### config.mk
export PLATFORM = sky130hd
export DESIGN_NAME = vm_walker
export DESIGN_NICKNAME = d
export VERILOG_FILES = /design/src/rtl/vm_walk_pkg.sv /design/src/rtl/vm_walk_index.sv /design/src/rtl/vm_pte_judge.sv /design/src/rtl/vm_leaf_merge.sv /design/src/rtl/vm_walker.sv
export SDC_FILE = /design/constraint.sdc
export NUM_CORES = 1
export LEC_CHECK = 0
export BUFFER_PORTS_ARGS = -buffer_cell sky130_fd_sc_hd__buf_4
export CORE_AREA = 2 2 160 162
export CTS_CLUSTER_SIZE = 30
export DETAILED_ROUTE_END_ITERATION = 10
export DIE_AREA = 0 0 162 164
export PLACE_DENSITY = 0.73
export SLEW_MARGIN = 20
export SYNTH_ARGS = -nofsm -noshare
export SYNTH_HDL_FRONTEND = slang
export SYNTH_SLANG_ARGS = --single-unit
### constraint.sdc
create_clock -name clk -period 24.6 [get_ports clk]
set_clock_uncertainty 0.15 [all_clocks]
set_input_delay 1.23 -clock clk [delete_from_list [all_inputs] [get_ports clk]]
set_output_delay 1.23 -clock clk [all_outputs]
set_load 0.05 [all_outputs]
### src/rtl/vm_walk_pkg.sv
package vm_walk_pkg;

  // Entry flag positions; neighbours decode these
  localparam int PTE_V = 0;
  localparam int PTE_R = 1;
  localparam int PTE_W = 2;
  localparam int PTE_X = 3;
  localparam int PTE_U = 4;
  localparam int PTE_G = 5;
  localparam int PPN_LSB = 10;

  typedef enum logic [1:0] {
    FLT_ACCESS   = 2'd0,
    FLT_INVALID  = 2'd1,
    FLT_PERM     = 2'd2,
    FLT_MISALIGN = 2'd3
  } flt_e;

  typedef enum logic [1:0] {
    ACC_LOAD  = 2'd0,
    ACC_STORE = 2'd1,
    ACC_FETCH = 2'd2
  } acc_e;

  typedef enum logic [1:0] {
    S_IDLE  = 2'd0,
    S_ISSUE = 2'd1,
    S_WAIT  = 2'd2,
    S_DONE  = 2'd3
  } walk_st_e;

endpackage

### src/rtl/vm_walk_index.sv
// Entry address for the current level: base + slice * entry size
module vm_walk_index #(
  parameter int VPN_W   = 27,
  parameter int SLICE_W = 9,
  parameter int PA_W    = 56,
  parameter int LVL_W   = 2,
  parameter int PTE_LOG = 3
) (
  input  logic [VPN_W-1:0] vpn,
  input  logic [LVL_W-1:0] level,
  input  logic [PA_W-1:0]  base,
  output logic [PA_W-1:0]  addr
);
  localparam int PAD_W = PA_W - SLICE_W - PTE_LOG;

  logic [VPN_W-1:0]   shifted;
  logic [SLICE_W-1:0] idx;

  always_comb begin
    shifted = vpn >> (int'(level) * SLICE_W);
    idx     = shifted[SLICE_W-1:0];
    addr    = base + {{PAD_W{1'b0}}, idx, {PTE_LOG{1'b0}}};
  end
endmodule

### src/rtl/vm_pte_judge.sv
// Entry classification and leaf permission check
module vm_pte_judge
  import vm_walk_pkg::*;
(
  input  logic [4:0] flags,
  input  logic [1:0] acc,
  input  logic       user,
  input  logic       mxr,
  input  logic       sum,
  output logic       is_invalid,
  output logic       is_pointer,
  output logic       perm_ok
);
  logic v, r, w, x, u;
  logic kind_ok, priv_ok;

  always_comb begin
    v = flags[PTE_V];
    r = flags[PTE_R];
    w = flags[PTE_W];
    x = flags[PTE_X];
    u = flags[PTE_U];
    is_invalid = !v || (w && !r);
    is_pointer = v && !r && !w && !x;
    unique case (acc)
      ACC_LOAD:  kind_ok = r || (mxr && x);
      ACC_STORE: kind_ok = w;
      ACC_FETCH: kind_ok = x;
      default:   kind_ok = 1'b0;
    endcase
    if (user) priv_ok = u;
    else      priv_ok = !u || (sum && (acc != ACC_FETCH));
    perm_ok = kind_ok && priv_ok;
  end
endmodule

### src/rtl/vm_leaf_merge.sv
// Superpage alignment test and page-number merge
module vm_leaf_merge #(
  parameter int PPN_W   = 44,
  parameter int VPN_W   = 27,
  parameter int SLICE_W = 9,
  parameter int LVL_W   = 2
) (
  input  logic [PPN_W-1:0] ppn_in,
  input  logic [VPN_W-1:0] vpn,
  input  logic [LVL_W-1:0] level,
  output logic             misaligned,
  output logic [PPN_W-1:0] ppn_out
);
  logic [PPN_W-1:0] mask;
  logic [PPN_W-1:0] vpn_ext;

  for (genvar i = 0; i < PPN_W; i++) begin : g_mask
    assign mask[i] = (i < int'(level) * SLICE_W);
  end

  always_comb begin
    vpn_ext    = {{(PPN_W-VPN_W){1'b0}}, vpn};
    misaligned = |(ppn_in & mask);
    ppn_out    = ppn_in | (vpn_ext & mask);
  end
endmodule

### src/rtl/vm_walker.sv
module vm_walker
  import vm_walk_pkg::*;
#(
  parameter int VA_W    = 39,
  parameter int PA_W    = 56,
  parameter int PGOFS_W = 12,
  parameter int SLICE_W = 9,
  parameter int LVL_W   = 2,
  parameter int PTE_W   = 64
) (
  input  logic              clk,
  input  logic              rst_n,
  input  logic              req_valid,
  input  logic [VA_W-1:0]   req_vaddr,
  input  logic [PA_W-1:0]   req_root,
  input  logic [LVL_W-1:0]  req_level,
  input  logic [1:0]        req_acc,
  input  logic              req_user,
  input  logic              req_mxr,
  input  logic              req_sum,
  input  logic              req_global,
  output logic              busy,
  output logic              mem_req_valid,
  output logic [PA_W-1:0]   mem_req_addr,
  input  logic              mem_rsp_valid,
  input  logic              mem_rsp_err,
  input  logic [PTE_W-1:0]  mem_rsp_data,
  output logic              done,
  output logic              fault,
  output logic [1:0]        fault_code,
  output logic [PA_W-1:0]   res_paddr,
  output logic [PTE_W-1:0]  res_pte,
  output logic [PA_W-1:0]   res_pte_addr,
  output logic [LVL_W-1:0]  res_level,
  output logic              res_global
);
  localparam int VPN_W   = VA_W - PGOFS_W;
  localparam int PPN_W   = PA_W - PGOFS_W;
  localparam int PTE_LOG = $clog2(PTE_W / 8);

  walk_st_e st_q, st_d;

  // walk context
  logic [LVL_W-1:0] lvl_q, lvl_d;
  logic [PA_W-1:0]  base_q, base_d;
  logic             glob_q, glob_d;
  logic [VA_W-1:0]  vaddr_q;
  logic [1:0]       acc_q;
  logic             user_q, mxr_q, sum_q;
  logic             ctx_en, cap_req;

  // result
  logic             res_en;
  logic             fault_q, fault_d;
  flt_e             code_q, code_d;
  logic [PA_W-1:0]  paddr_q, pte_addr_q;
  logic [PTE_W-1:0] pte_q;
  logic [LVL_W-1:0] rlvl_q;
  logic             rglob_q;

  logic [PA_W-1:0]  cur_addr;
  logic             e_invalid, e_pointer, e_perm_ok, e_misaligned;
  logic [PPN_W-1:0] leaf_ppn, merged_ppn;

  assign leaf_ppn = mem_rsp_data[PPN_LSB +: PPN_W];

  vm_walk_index #(
    .VPN_W(VPN_W), .SLICE_W(SLICE_W), .PA_W(PA_W), .LVL_W(LVL_W), .PTE_LOG(PTE_LOG)
  ) u_index (
    .vpn(vaddr_q[VA_W-1:PGOFS_W]), .level(lvl_q), .base(base_q), .addr(cur_addr)
  );

  vm_pte_judge u_judge (
    .flags(mem_rsp_data[4:0]), .acc(acc_q), .user(user_q), .mxr(mxr_q), .sum(sum_q),
    .is_invalid(e_invalid), .is_pointer(e_pointer), .perm_ok(e_perm_ok)
  );

  vm_leaf_merge #(
    .PPN_W(PPN_W), .VPN_W(VPN_W), .SLICE_W(SLICE_W), .LVL_W(LVL_W)
  ) u_merge (
    .ppn_in(leaf_ppn), .vpn(vaddr_q[VA_W-1:PGOFS_W]), .level(lvl_q),
    .misaligned(e_misaligned), .ppn_out(merged_ppn)
  );

  // next state
  always_comb begin
    st_d    = st_q;
    lvl_d   = lvl_q;
    base_d  = base_q;
    glob_d  = glob_q;
    ctx_en  = 1'b0;
    cap_req = 1'b0;
    res_en  = 1'b0;
    fault_d = 1'b1;
    code_d  = FLT_ACCESS;
    unique case (st_q)
      S_IDLE: begin
        if (req_valid) begin
          st_d    = S_ISSUE;
          lvl_d   = req_level;
          base_d  = req_root;
          glob_d  = req_global;
          ctx_en  = 1'b1;
          cap_req = 1'b1;
        end
      end
      S_ISSUE: st_d = S_WAIT;
      S_WAIT: begin
        if (mem_rsp_valid) begin
          st_d = S_DONE;
          if (mem_rsp_err) begin
            res_en = 1'b1;
            code_d = FLT_ACCESS;
          end else if (e_invalid) begin
            res_en = 1'b1;
            code_d = FLT_INVALID;
          end else if (e_pointer) begin
            if (lvl_q == '0) begin
              res_en = 1'b1;
              code_d = FLT_INVALID;
            end else begin
              st_d   = S_ISSUE;
              ctx_en = 1'b1;
              lvl_d  = lvl_q - LVL_W'(1);
              base_d = {leaf_ppn, {PGOFS_W{1'b0}}};
              glob_d = glob_q | mem_rsp_data[PTE_G];
            end
          end else if (!e_perm_ok) begin
            res_en = 1'b1;
            code_d = FLT_PERM;
          end else if (e_misaligned) begin
            res_en = 1'b1;
            code_d = FLT_MISALIGN;
          end else begin
            res_en  = 1'b1;
            fault_d = 1'b0;
          end
        end
      end
      S_DONE:  st_d = S_IDLE;
      default: st_d = S_IDLE;
    endcase
  end

  // control register
  always_ff @(posedge clk or negedge rst_n) begin
    if (!rst_n) st_q <= S_IDLE;
    else        st_q <= st_d;
  end

  // walk context registers
  always_ff @(posedge clk) begin
    if (ctx_en) begin
      lvl_q  <= lvl_d;
      base_q <= base_d;
      glob_q <= glob_d;
    end
    if (cap_req) begin
      vaddr_q <= req_vaddr;
      acc_q   <= req_acc;
      user_q  <= req_user;
      mxr_q   <= req_mxr;
      sum_q   <= req_sum;
    end
  end

  // result registers
  always_ff @(posedge clk) begin
    if (res_en) begin
      fault_q    <= fault_d;
      code_q     <= code_d;
      paddr_q    <= {merged_ppn, vaddr_q[PGOFS_W-1:0]};
      pte_q      <= mem_rsp_data;
      pte_addr_q <= cur_addr;
      rlvl_q     <= lvl_q;
      rglob_q    <= glob_q | mem_rsp_data[PTE_G];
    end
  end

  assign busy          = (st_q != S_IDLE);
  assign done          = (st_q == S_DONE);
  assign mem_req_valid = (st_q == S_ISSUE);
  assign mem_req_addr  = cur_addr;
  assign fault         = fault_q;
  assign fault_code    = code_q;
  assign res_paddr     = paddr_q;
  assign res_pte       = pte_q;
  assign res_pte_addr  = pte_addr_q;
  assign res_level     = rlvl_q;
  assign res_global    = rglob_q;

endmodule

==> reports/qor.yml, run 1 <==
syn_area_sq_um: 10900
worst_setup_path_end_kind: "output port"
crit_top_cell: "nand2_1"
fp.dieH_um: 164
async_flop_share_pct: 0.741
post_cts_buffers: 0
cts-resized-gates: 0
worst_slew_pin_slew_ns: 0.947
clock_path_buffers: 3
layout-drive-gt1-share_pct: 40.6
yosysSeqAreaShare_pct: 74.6
worstPathArrival_ns: 4.36
cts_sinks: 270
routedWlPerCell_um: 21.2
antenna_left: 0
cts_inserted_buffers: 28
holdBufCountCts: 0
ys.warnings.count: 0
clk_pin_slew_ns: 0.06
yosys_most_used_dff: "edfxtp_1"
fin_tns_setup_ns: 0
slowest_stage: "edfxtp_1"
min_period_over_period_pct: 23.3
highest_layer: "met4"
required_ns: 23.22
crit_chain: "inv_1 -> nor2_1 -> nand2_1 -> o21ai_0 -> ha_1 -> fa_1 -> nand3_1 -> a211o_1 -> a21bo_4 -> nor4_4 -> nand2_1 -> xnor2_1 -> buf_4"
core_area_sq_um: 24800
synth_cells: 744
antenna_found_initial: 0
vias: 7565
initial_core_util_pct: 43.7
regArea_sq_um: 8100
insertion_delay_ns: 0.53
fin_nets: 1338
fin_util_pct: 60.9
critPathTopFamily: "simple AND/OR/NAND/NOR gates"
ys_ff_latch: 270
port_buffers: 412
grt_pass1_wl_um: 45600
path_max_fanout: 20
status: "finished clean"
crit_type: "register to output port"
drc: 0
worst_slack_ns: 18.86
avgSynthCellArea_sq_um: 14.6
root_buffer: "clkbuf_16"
wl_met2_um: 16800
leakage_nw: 6.27
drt_iter0_drc: 527
grt_pass1_vias: 7489
maxSlewViolCount: 0
max_stage_delay_ns: 0.74
post-dp-hpwl_um: 23900
grt_max_degree: 69
overflow: 0
vdd_drop_max_mv: 0.0951
syn-num-nets: 929
drv_cap: 0
max_slew_margin_pct: 36.7
wl_met3_um: 2660
area_growth_pct: 39.3
num_antenna_cells: 0
rsz0062_at_grt: "no"
fp-row-count: 58
layout_min_cycle_time_ns: 5.74
multi_input_comb_area_sq_um: 2520
hp-class: "register to register"
setup-violations-final: 0
synth_cell_types: 49
dieWidth_um: 162
start_kind: "register"
wl_um: 31800
pin_count: 413
timing.fmax_ghz: 0.174
synth_edf_count: 268
finalHoldViolations: 0
powerDensity_nw_per_um2: 128
cts_tree: "built"
crit_buf_inv: 2
first_pass_iters: 5
pre_cts_ws_ns: 19.42
routed_via_density: 5.03
grtUsageTotal_pct: 23.1
gp_congestion: 0.867
fill_cells: 1915
drt-met1-wl_um: 11700
die_area_sq_um: 26600
htree_levels: 1
metal layers:
layer / GRT usage, % / up-vias
li1: - / 3503
met1: 27.2 / 3639
met2: 42.2 / 384
met3: 5.53 / 39
met4: 6.15 / 0
met5: 0 / -
through the flow:
step,area [sq um],total power [mW],cells,hold WS [ns]
2_1_floorplan,10900,1.27,744,0.250
3_3_place_gp,14200,1.52,1452,0.251
3_5_place_dp,14200,1.53,1453,0.255
4_1_cts,15100,1.95,1503,0.269
5_1_grt,15100,2.01,1503,0.272
6_report,15100,1.93,1503,0.270
power by group:
part | internal (mW) | total, mW | switching, mW
clock | 0.245 | 0.413 | 0.168
combinational | 0.218 | 0.806 | 0.588
sequential | 0.658 | 0.711 | 0.0529
cells in the mapped netlist (2+ instances only):
cell type | count | area, sq um
mux2i_1 | 9 | 90.1
nand4_1 | 14 | 87.6
clkbuf_1 | 16 | 60.1
and4_1 | 3 | 26.3
nor4_1 | 5 | 31.3
dfrtp_1 | 2 | 50.1
nand3_1 | 20 | 100
nor3_1 | 8 | 40.0
nor2b_1 | 7 | 43.8
nand4b_1 | 2 | 17.5
and2_1 | 17 | 106
and3_1 | 13 | 81.3
xor2_1 | 12 | 105
a21oi_1 | 7 | 35.0
edfxtp_1 | 268 | 8050
or2_2 | 5 | 31.3
buf_1 | 2 | 7.51
nor2_1 | 17 | 63.8
buf_4 | 20 | 150
o21ai_0 | 14 | 70.1
inv_1 | 10 | 37.5
ha_1 | 12 | 150
a21o_1 | 30 | 225
xnor2_1 | 39 | 342
nand2_1 | 168 | 631
cell usage in the layout, fill, tap and decap left out, types with 7 or more instances in the layout:
cell | synthesis | final
ha_1 | 12 | 12
inv_1 | 10 | 9
buf_4 | 20 | 417
mux2i_1 | 9 | 9
xor2_1 | 12 | 12
and2_1 | 17 | 17
nand4_1 | 14 | 14
o21ai_0 | 14 | 14
xnor2_1 | 39 | 39
clkbuf_16 | 0 | 29
nand3_1 | 20 | 20
a21oi_1 | 7 | 7
edfxtp_1 | 268 | 268
nand2_1 | 168 | 168
and3_1 | 13 | 13
nor2_1 | 17 | 16
a21o_1 | 30 | 30
nor3_1 | 8 | 8
area by class of cell:
class | count | area share [%]
clock buffers | 34 | 4.92
clock inverters | 16 | 1.02
inverters | 11 | 0.273
multi-input cells | 424 | 16.7
flip-flops and latches | 270 | 53.5
well taps | 330 | 2.73
repair buffers | 418 | 20.8
registers in the layout, indices dropped and copies added (netlist names), 2 cells and up:
register and cells:
lvl_q 2, res_paddr 55, fault_code 2, acc_q 2, base_q 56, vaddr_q 39
res_pte_addr 56, res_pte 48, res_level 2, st_q 2
path summary, 6_finish.rpt:
check	startpoint	depth (start not counted)	to	slack (ns)
setup / recovery	lvl_q[1]	13	mem_req_addr[51]	18.86
hold / removal	vaddr_q[3]	0	res_paddr[3]	0.27
setup reg to reg	lvl_q[1]	12	res_pte_addr[55]	20.67
hold reg to reg	vaddr_q[3]	0	res_paddr[3]	0.27
max in group asynchronous	rst_n	1	st_q[1]	23.89
min in group asynchronous	rst_n	1	st_q[0]	0.33
cells by family (layout without fill, tap and decap cells):
kind of cell    after synthesis  in the layout  synth area share, %
simple gates                287            287                 12.3
flops                       270            270                 74.6
compound gates               64             64                 4.12
xor+xnor                     51             51                 4.11
buf+inv                      50            479                 2.43
fa+ha+maj                    13             13                 1.57
mux                           9              9                0.830
No activity file was read; power rests on OpenSTA's default activity.
==> run 2: changes to the inputs <==
--- a/config.mk
+++ b/config.mk
@@ -6,11 +6,11 @@
 export NUM_CORES = 1
 export LEC_CHECK = 0
 export BUFFER_PORTS_ARGS = -buffer_cell sky130_fd_sc_hd__buf_4
-export CORE_AREA = 2 2 160 162
+export CORE_AREA = 2 2 161 163
 export CTS_CLUSTER_SIZE = 30
 export DETAILED_ROUTE_END_ITERATION = 10
-export DIE_AREA = 0 0 162 164
-export PLACE_DENSITY = 0.73
+export DIE_AREA = 0 0 163 165
+export PLACE_DENSITY = 0.72
 export SLEW_MARGIN = 20
 export SYNTH_ARGS = -nofsm -noshare
 export SYNTH_HDL_FRONTEND = slang
==> constraint.sdc (replaced) <==
create_clock -name clk -period 5.9 [get_ports clk]
set_clock_uncertainty 0.15 [all_clocks]
set_input_delay 0.295 -clock clk [delete_from_list [all_inputs] [get_ports clk]]
set_output_delay 0.295 -clock clk [all_outputs]
set_load 0.05 [all_outputs]
==> reports/qor.yml, run 2 (same netlist as run 1, synthesis figures left out) <==
clk_pin_slew_ns: 0.06  # about the same
htree_levels: 1  # unchanged
dp_cells: 1453  # unchanged
gp_congestion: 0.838  # was 0.867
cts-resized-gates: 0  # unchanged
worst_slew_pin_slew_ns: 0.971  # was 0.947 ns
instances_no_fill: 1680  # was 1503
fill_cells: 1712  # was 1915
antenna_left: 0  # unchanged
wl_um: 35600  # was 31800 um
start_kind: "register"  # unchanged
layout_min_cycle_time_ns: 4.84
crit_type: "register to output port"  # unchanged
cts_sinks: 270  # unchanged
drt_iter0_drc: 555  # was 527
post-dp-hpwl_um: 24300  # was 23900 um
rsz0062_at_grt: "no"  # unchanged
p_int_mw: 4.71  # was 1.12 mW
required_ns: 5.45  # was 23.22 ns
insertion_delay_ns: 0.55  # was 0.53 ns
vdd_drop_max_mv: 0.346  # was 0.0951 mV
antenna_found_initial: 0  # unchanged
crit_top_cell: "nand2_1"  # unchanged
pin_count: 413  # unchanged
clock_path_buffers: 3  # unchanged
holdWs_ns: 0.271  # was 0.270 ns
die_area_sq_um: 26900  # was 26600 sq um
num_antenna_cells: 0  # unchanged
crit_chain: "inv_1 -> nor2_1 -> nand2_1 -> o21ai_0 -> ha_1 -> fa_1 -> nand3_1 -> a211o_1 -> a21bo_4 -> nor4_4 -> nand2_1 -> xnor2_1 -> buf_4"  # unchanged
finalHoldViolations: 0  # unchanged
drc: 0  # unchanged
maxSlewViolCount: 0  # unchanged
final_common_cell: "buf_4"  # unchanged
hp-class: "register to register"  # unchanged
area_growth_pct: 55.3  # was 39.3%
worst_slack_ns: 1.06  # was 18.86 ns
fp-row-count: 58  # unchanged
root_buffer: "clkbuf_16"  # unchanged
port_buffers: 412  # unchanged
fin_nets: 1514  # was 1338
grtUsageTotal_pct: 25.8  # was 23.1%
fin_tns_setup_ns: 0  # unchanged
overflow: 0  # unchanged
pre_cts_ws_ns: 1.61  # was 19.42 ns
cts_tree: "built"  # unchanged
grt_pass1_wl_um: 51200  # was 45600 um
timing.fmax_ghz: 0.207
final_cell_mix: "buf_4 (417), edfxtp_1 (268), dlygate4sd3_1 (176), nand2_1 (168), xnor2_1 (39)"  # was buf_4 (417), edfxtp_1 (268), nand2_1 (168), xnor2_1 (39), a21o_1 (30)
min_period_over_period_pct: 82.0
swShare_pct: 42.3  # was 41.9%
slowest_stage: "edfxtp_1"  # unchanged
p_clk_share_pct: 20.9  # was 21.4%
powerDensity_nw_per_um2: 484  # was 128 nW/um^2
pwr-share-seq_pct: 36.4  # was 36.8%
startpoint: "lvl_q[1]"  # unchanged
max_stage_delay_ns: 0.71  # was 0.74 ns
max_slew_margin_pct: 35.2  # was 36.7%
routedWlPerCell_um: 21.2  # about the same
power_switching_mw: 3.45  # was 0.809 mW
cts_inserted_buffers: 28  # unchanged
finalPower_mw: 8.17  # was 1.93 mW
leakage_nw: 7.00  # was 6.27 nW
initial_core_util_pct: 43.4  # was 43.7%
path_max_fanout: 20  # unchanged
fp.dieH_um: 165  # was 164 um
layout-drive-gt1-share_pct: 35.0  # was 40.6%
first_pass_iters: 5  # unchanged
worstPathArrival_ns: 4.39  # was 4.36 ns
setup-violations-final: 0  # unchanged
combPwrFrac_pct: 42.8  # was 41.8%
routed_via_density: 5.00  # was 5.03
grt_pass1_vias: 8736  # was 7489
worst_setup_path_end_kind: "output port"  # unchanged
core_area_sq_um: 25000  # was 24800 sq um
grt_max_degree: 85  # was 69
drv_cap: 0  # unchanged
status: "finished clean"  # unchanged
dieWidth_um: 163  # was 162 um
hp-start: "vaddr_q[0]"  # was vaddr_q[3]
rr_startpoint: "lvl_q[1]"  # unchanged
vias: 8406  # was 7565
## run 2: cell count changes in the layout (fill, tap and decap cells not counted)
| cell | before | now |
|---|---|---|
| bufinv_16 | 3 | 2 |
| clkbuf_1 | 5 | 3 |
| clkinv_1 | 6 | 12 |
| clkinv_2 | 6 | 5 |
| clkinvlp_4 | 2 | 0 |
| dlygate4sd3_1 | 0 | 176 |
| inv_6 | 0 | 1 |
## run 2: through the flow
stage	cell area (sq um)	utilization, %
detailed placement	14200	56.8
finish	16900	67.3
global route	16900	67.3
global placement	14200	56.8
floorplan	10900	-
CTS	16900	67.3
## run 2: repair_timing
| item | CTS | global route |
|---|---|---|
| hold buffers | 176 | 0 |
| hold endpoints to repair | 200 | 0 |
| setup buffers | 0 | 0 |
## run 2: worst paths after layout
kind / to / cells after the start / slack [ns]
setup reg to reg: res_pte_addr[51] / 12 / 1.93
hold reg to reg: res_paddr[0] / 0 / 0.27
max in group asynchronous: st_q[1] / 3 / 4.98
hold / removal: res_paddr[0] / 0 / 0.27
min in group asynchronous: st_q[0] / 3 / 0.49
setup / recovery: mem_req_addr[51] / 13 / 1.06
## run 2: power groups by stage
stage	Sequential, mW	Combinational (mW)	Clock [mW]
2_1_floorplan	3.66	1.60	0
3_3_place_gp	2.99	3.34	0
3_5_place_dp	3.00	3.38	0
4_1_cts	2.97	3.50	1.72
5_1_grt	3.01	3.67	1.80
6_report	2.97	3.49	1.70
## run 2: critical path, delay by kind of cell, from the launching register on
kind / cells / cell delay (ns)
AO/OA/AOI/OAI: 3 / 0.69
XOR/XNOR: 1 / 0.32
adder cells (fa/ha/maj): 2 / 0.44
buffers and inverters: 2 / 0.44
flip-flops: 1 / 0.71
AND/OR/NAND/NOR: 5 / 1.22
## run 2: per-layer routing
metal | GRT usage [%] | wire (um) | share of wire (%) | vias up
met5 | 0 | 0 | 0 | -
met3 | 5.85 | 2750 | 7.7 | 69
met4 | 10.1 | 1340 | 3.8 | 0
met1 | 29.2 | 12900 | 36 | 4070
met2 | 47.3 | 18600 | 52 | 404
li1 | - | - | - | 3863
## run 2: final cells by class
cell class	instances	area (sq um)	share of cell area [%]
Clock inverter	19	135	0.801
Multi-Input combinational cell	424	2520	15.0
Inverter	11	41.3	0.245
Clock buffer	32	737	4.37
Timing Repair Buffer	594	4910	29.1
Sequential cell	270	8100	48.0
Tap cell	330	413	2.45
==> run 3: changes to the inputs <==
==> constraint.sdc (replaced) <==
create_clock -name clk -period 4.9 [get_ports clk]
set_clock_uncertainty 0.15 [all_clocks]
set_input_delay 0.245 -clock clk [delete_from_list [all_inputs] [get_ports clk]]
set_output_delay 0.245 -clock clk [all_outputs]
set_load 0.05 [all_outputs]
==> reports/qor.yml, run 3 (same netlist as run 1, synthesis figures left out) <==
cts_sinks: 270  # unchanged
timing.fmax_ghz: 0.223
num_antenna_cells: 0  # unchanged
setup-violations-final: 0  # unchanged
core_area_sq_um: 25000  # unchanged
worst_setup_path_end_kind: "output port"  # unchanged
hp-start: "mem_rsp_data[57]"  # was vaddr_q[0]
drv_cap: 0  # unchanged
vias: 8407  # was 8406
initial_core_util_pct: 43.4  # unchanged
startpoint: "lvl_q[0]"  # was lvl_q[1]
htree_levels: 1  # unchanged
drt_iter0_drc: 515  # was 555
rsz0062_at_grt: "no"  # unchanged
gp_congestion: 0.860  # was 0.838
finalHoldViolations: 0  # unchanged
whs_path_depth: 2  # was 0
first_pass_iters: 5  # unchanged
use_met2_pct: 47.7  # was 47.3%
leakage_nw: 6.98  # was 7.00 nW
hp-class: "input port to register"  # was register to register
crit_type: "register to output port"  # unchanged
grt_max_degree: 89  # was 85
grt_pass1_vias: 8615  # was 8736
use_met1_pct: 28.0  # was 29.2%
maxSlewViolCount: 0  # unchanged
cts_tree: "built"  # unchanged
port_buffers: 412  # unchanged
clk_pin_slew_ns: 0.06  # about the same
fp.dieH_um: 165  # unchanged
routedWlPerCell_um: 20.9  # was 21.2 um
max_slew_margin_pct: 27.5  # was 35.2%
pre_cts_ws_ns: 1.00  # was 1.61 ns
powerDensity_nw_per_um2: 578  # was 484 nW/um^2
dieWidth_um: 163  # unchanged
cts-resized-gates: 0  # unchanged
root_buffer: "clkbuf_16"  # unchanged
fin_tns_setup_ns: 0  # unchanged
clock_path_buffers: 3  # unchanged
status: "finished clean"  # unchanged
fp-row-count: 58  # unchanged
grt_pass1_wl_um: 50300  # was 51200 um
placed_area_sq_um: 14200  # about the same
pin_count: 413  # unchanged
overflow: 0  # unchanged
routed_via_density: 5.00  # about the same
holdWs_ns: 0.268  # was 0.271 ns
r2r_cells: 12  # unchanged
final_cell_mix: "buf_4 (418), edfxtp_1 (268), dlygate4sd3_1 (175), nand2_1 (168), xnor2_1 (39)"  # was buf_4 (417), edfxtp_1 (268), dlygate4sd3_1 (176), nand2_1 (168), xnor2_1 (39)
vdd_drop_max_mv: 0.448  # was 0.346 mV
path_max_fanout: 15  # was 20
layout_min_cycle_time_ns: 4.49
grt_use_met3_pct: 5.85  # unchanged
layout-drive-gt1-share_pct: 35.2  # was 35.0%
rr_startpoint: "lvl_q[0]"  # was lvl_q[1]
final_common_cell: "buf_4"  # unchanged
worstPathArrival_ns: 4.09  # was 4.39 ns
min_period_over_period_pct: 91.6
start_kind: "register"  # unchanged
area_growth_pct: 54.9  # was 55.3%
busiest_layer: "met2"  # unchanged
required_ns: 4.51  # was 5.45 ns
wl_um: 35200  # was 35600 um
fin_nets: 1514  # unchanged
grtUsageTotal_pct: 25.2  # was 25.8%
worst_slack_ns: 0.413  # was 1.06 ns
post-dp-hpwl_um: 24100  # was 24300 um
drc: 0  # unchanged
die_area_sq_um: 26900  # unchanged
finalInstanceArea_sq_um: 16800  # was 16900 sq um
antenna_found_initial: 0  # unchanged
worst_slew_pin_slew_ns: 1.09  # was 0.971 ns
insertion_delay_ns: 0.54  # was 0.55 ns
antenna_left: 0  # unchanged
cts_inserted_buffers: 28  # unchanged
[run 3: cell count changes in the layout (fill, tap and decap cells not counted), sizes merged]
cell         change
bufinv           -2
clkbuf           +2
dlygate4sd3      -1
buf              +1
[run 3: worst max-delay path, cell delays in order, from the launching register on]
cell and delay [ns]:
edfxtp_1 0.36, buf_4 0.21, nor2_1 0.45, nand2_1 0.11, o21ai_0 0.09, ha_1 0.21
fa_1 0.22, nand3_1 0.12, a211o_1 0.35, a21bo_4 0.28, nor4_4 0.43, nand2_1 0.12
xnor2_1 0.32, buf_4 0.27
[run 3: final cells by class]
cell class | instances | area, sq um
inverters | 11 | 41.3
clock buffers | 34 | 744
well taps | 330 | 413
clock inverters | 17 | 81.3
fillers | 1731 | 8220
flip-flops and latches | 270 | 8100
repair buffers | 594 | 4910
multi-input cells | 424 | 2520
[run 3: through the flow]
step / instances / util, % / power, mW
2_1_floorplan: 744 / - / 6.34
3_3_place_gp: 1454 / 56.9 / 7.63
3_5_place_dp: 1454 / 56.9 / 7.68
4_1_cts: 1680 / 67.2 / 9.74
5_1_grt: 1680 / 67.2 / 10.1
6_report: 1680 / 67.2 / 9.72
[run 3: final timing paths]
path                               endpoint  slack [ns]
setup / recovery           mem_req_addr[51]        0.41
hold / removal                  res_pte[57]        0.27
setup reg to reg           res_pte_addr[51]        1.25
hold reg to reg                res_paddr[3]        0.27
max in group asynchronous           st_q[0]        4.01
min in group asynchronous           st_q[1]        0.47
[run 3: where the power goes]
group / total (mW) / leakage (nW) / switching (mW) / internal (mW)
clock network: 1.94 / 0.413 / 0.870 / 1.08
registers: 3.56 / 2.50 / 0.255 / 3.30
logic: 4.22 / 4.07 / 3.02 / 1.20
total: 9.72 / 6.98 / 4.14 / 5.58
[run 3: routing by layer]
| layer | vias up | part of all wire, % |
|---|---|---|
| li1 | 3853 | - |
| met1 | 4059 | 36 |
| met2 | 425 | 54 |
| met3 | 70 | 7.5 |
| met4 | 0 | 2.6 |
| met5 | - | 0 |
[run 3: what timing repair did]
item                                   in CTS  in global routing
hold buffers                              175                  0
endpoints found under the hold margin     201                  0
setup buffers                               0                  0
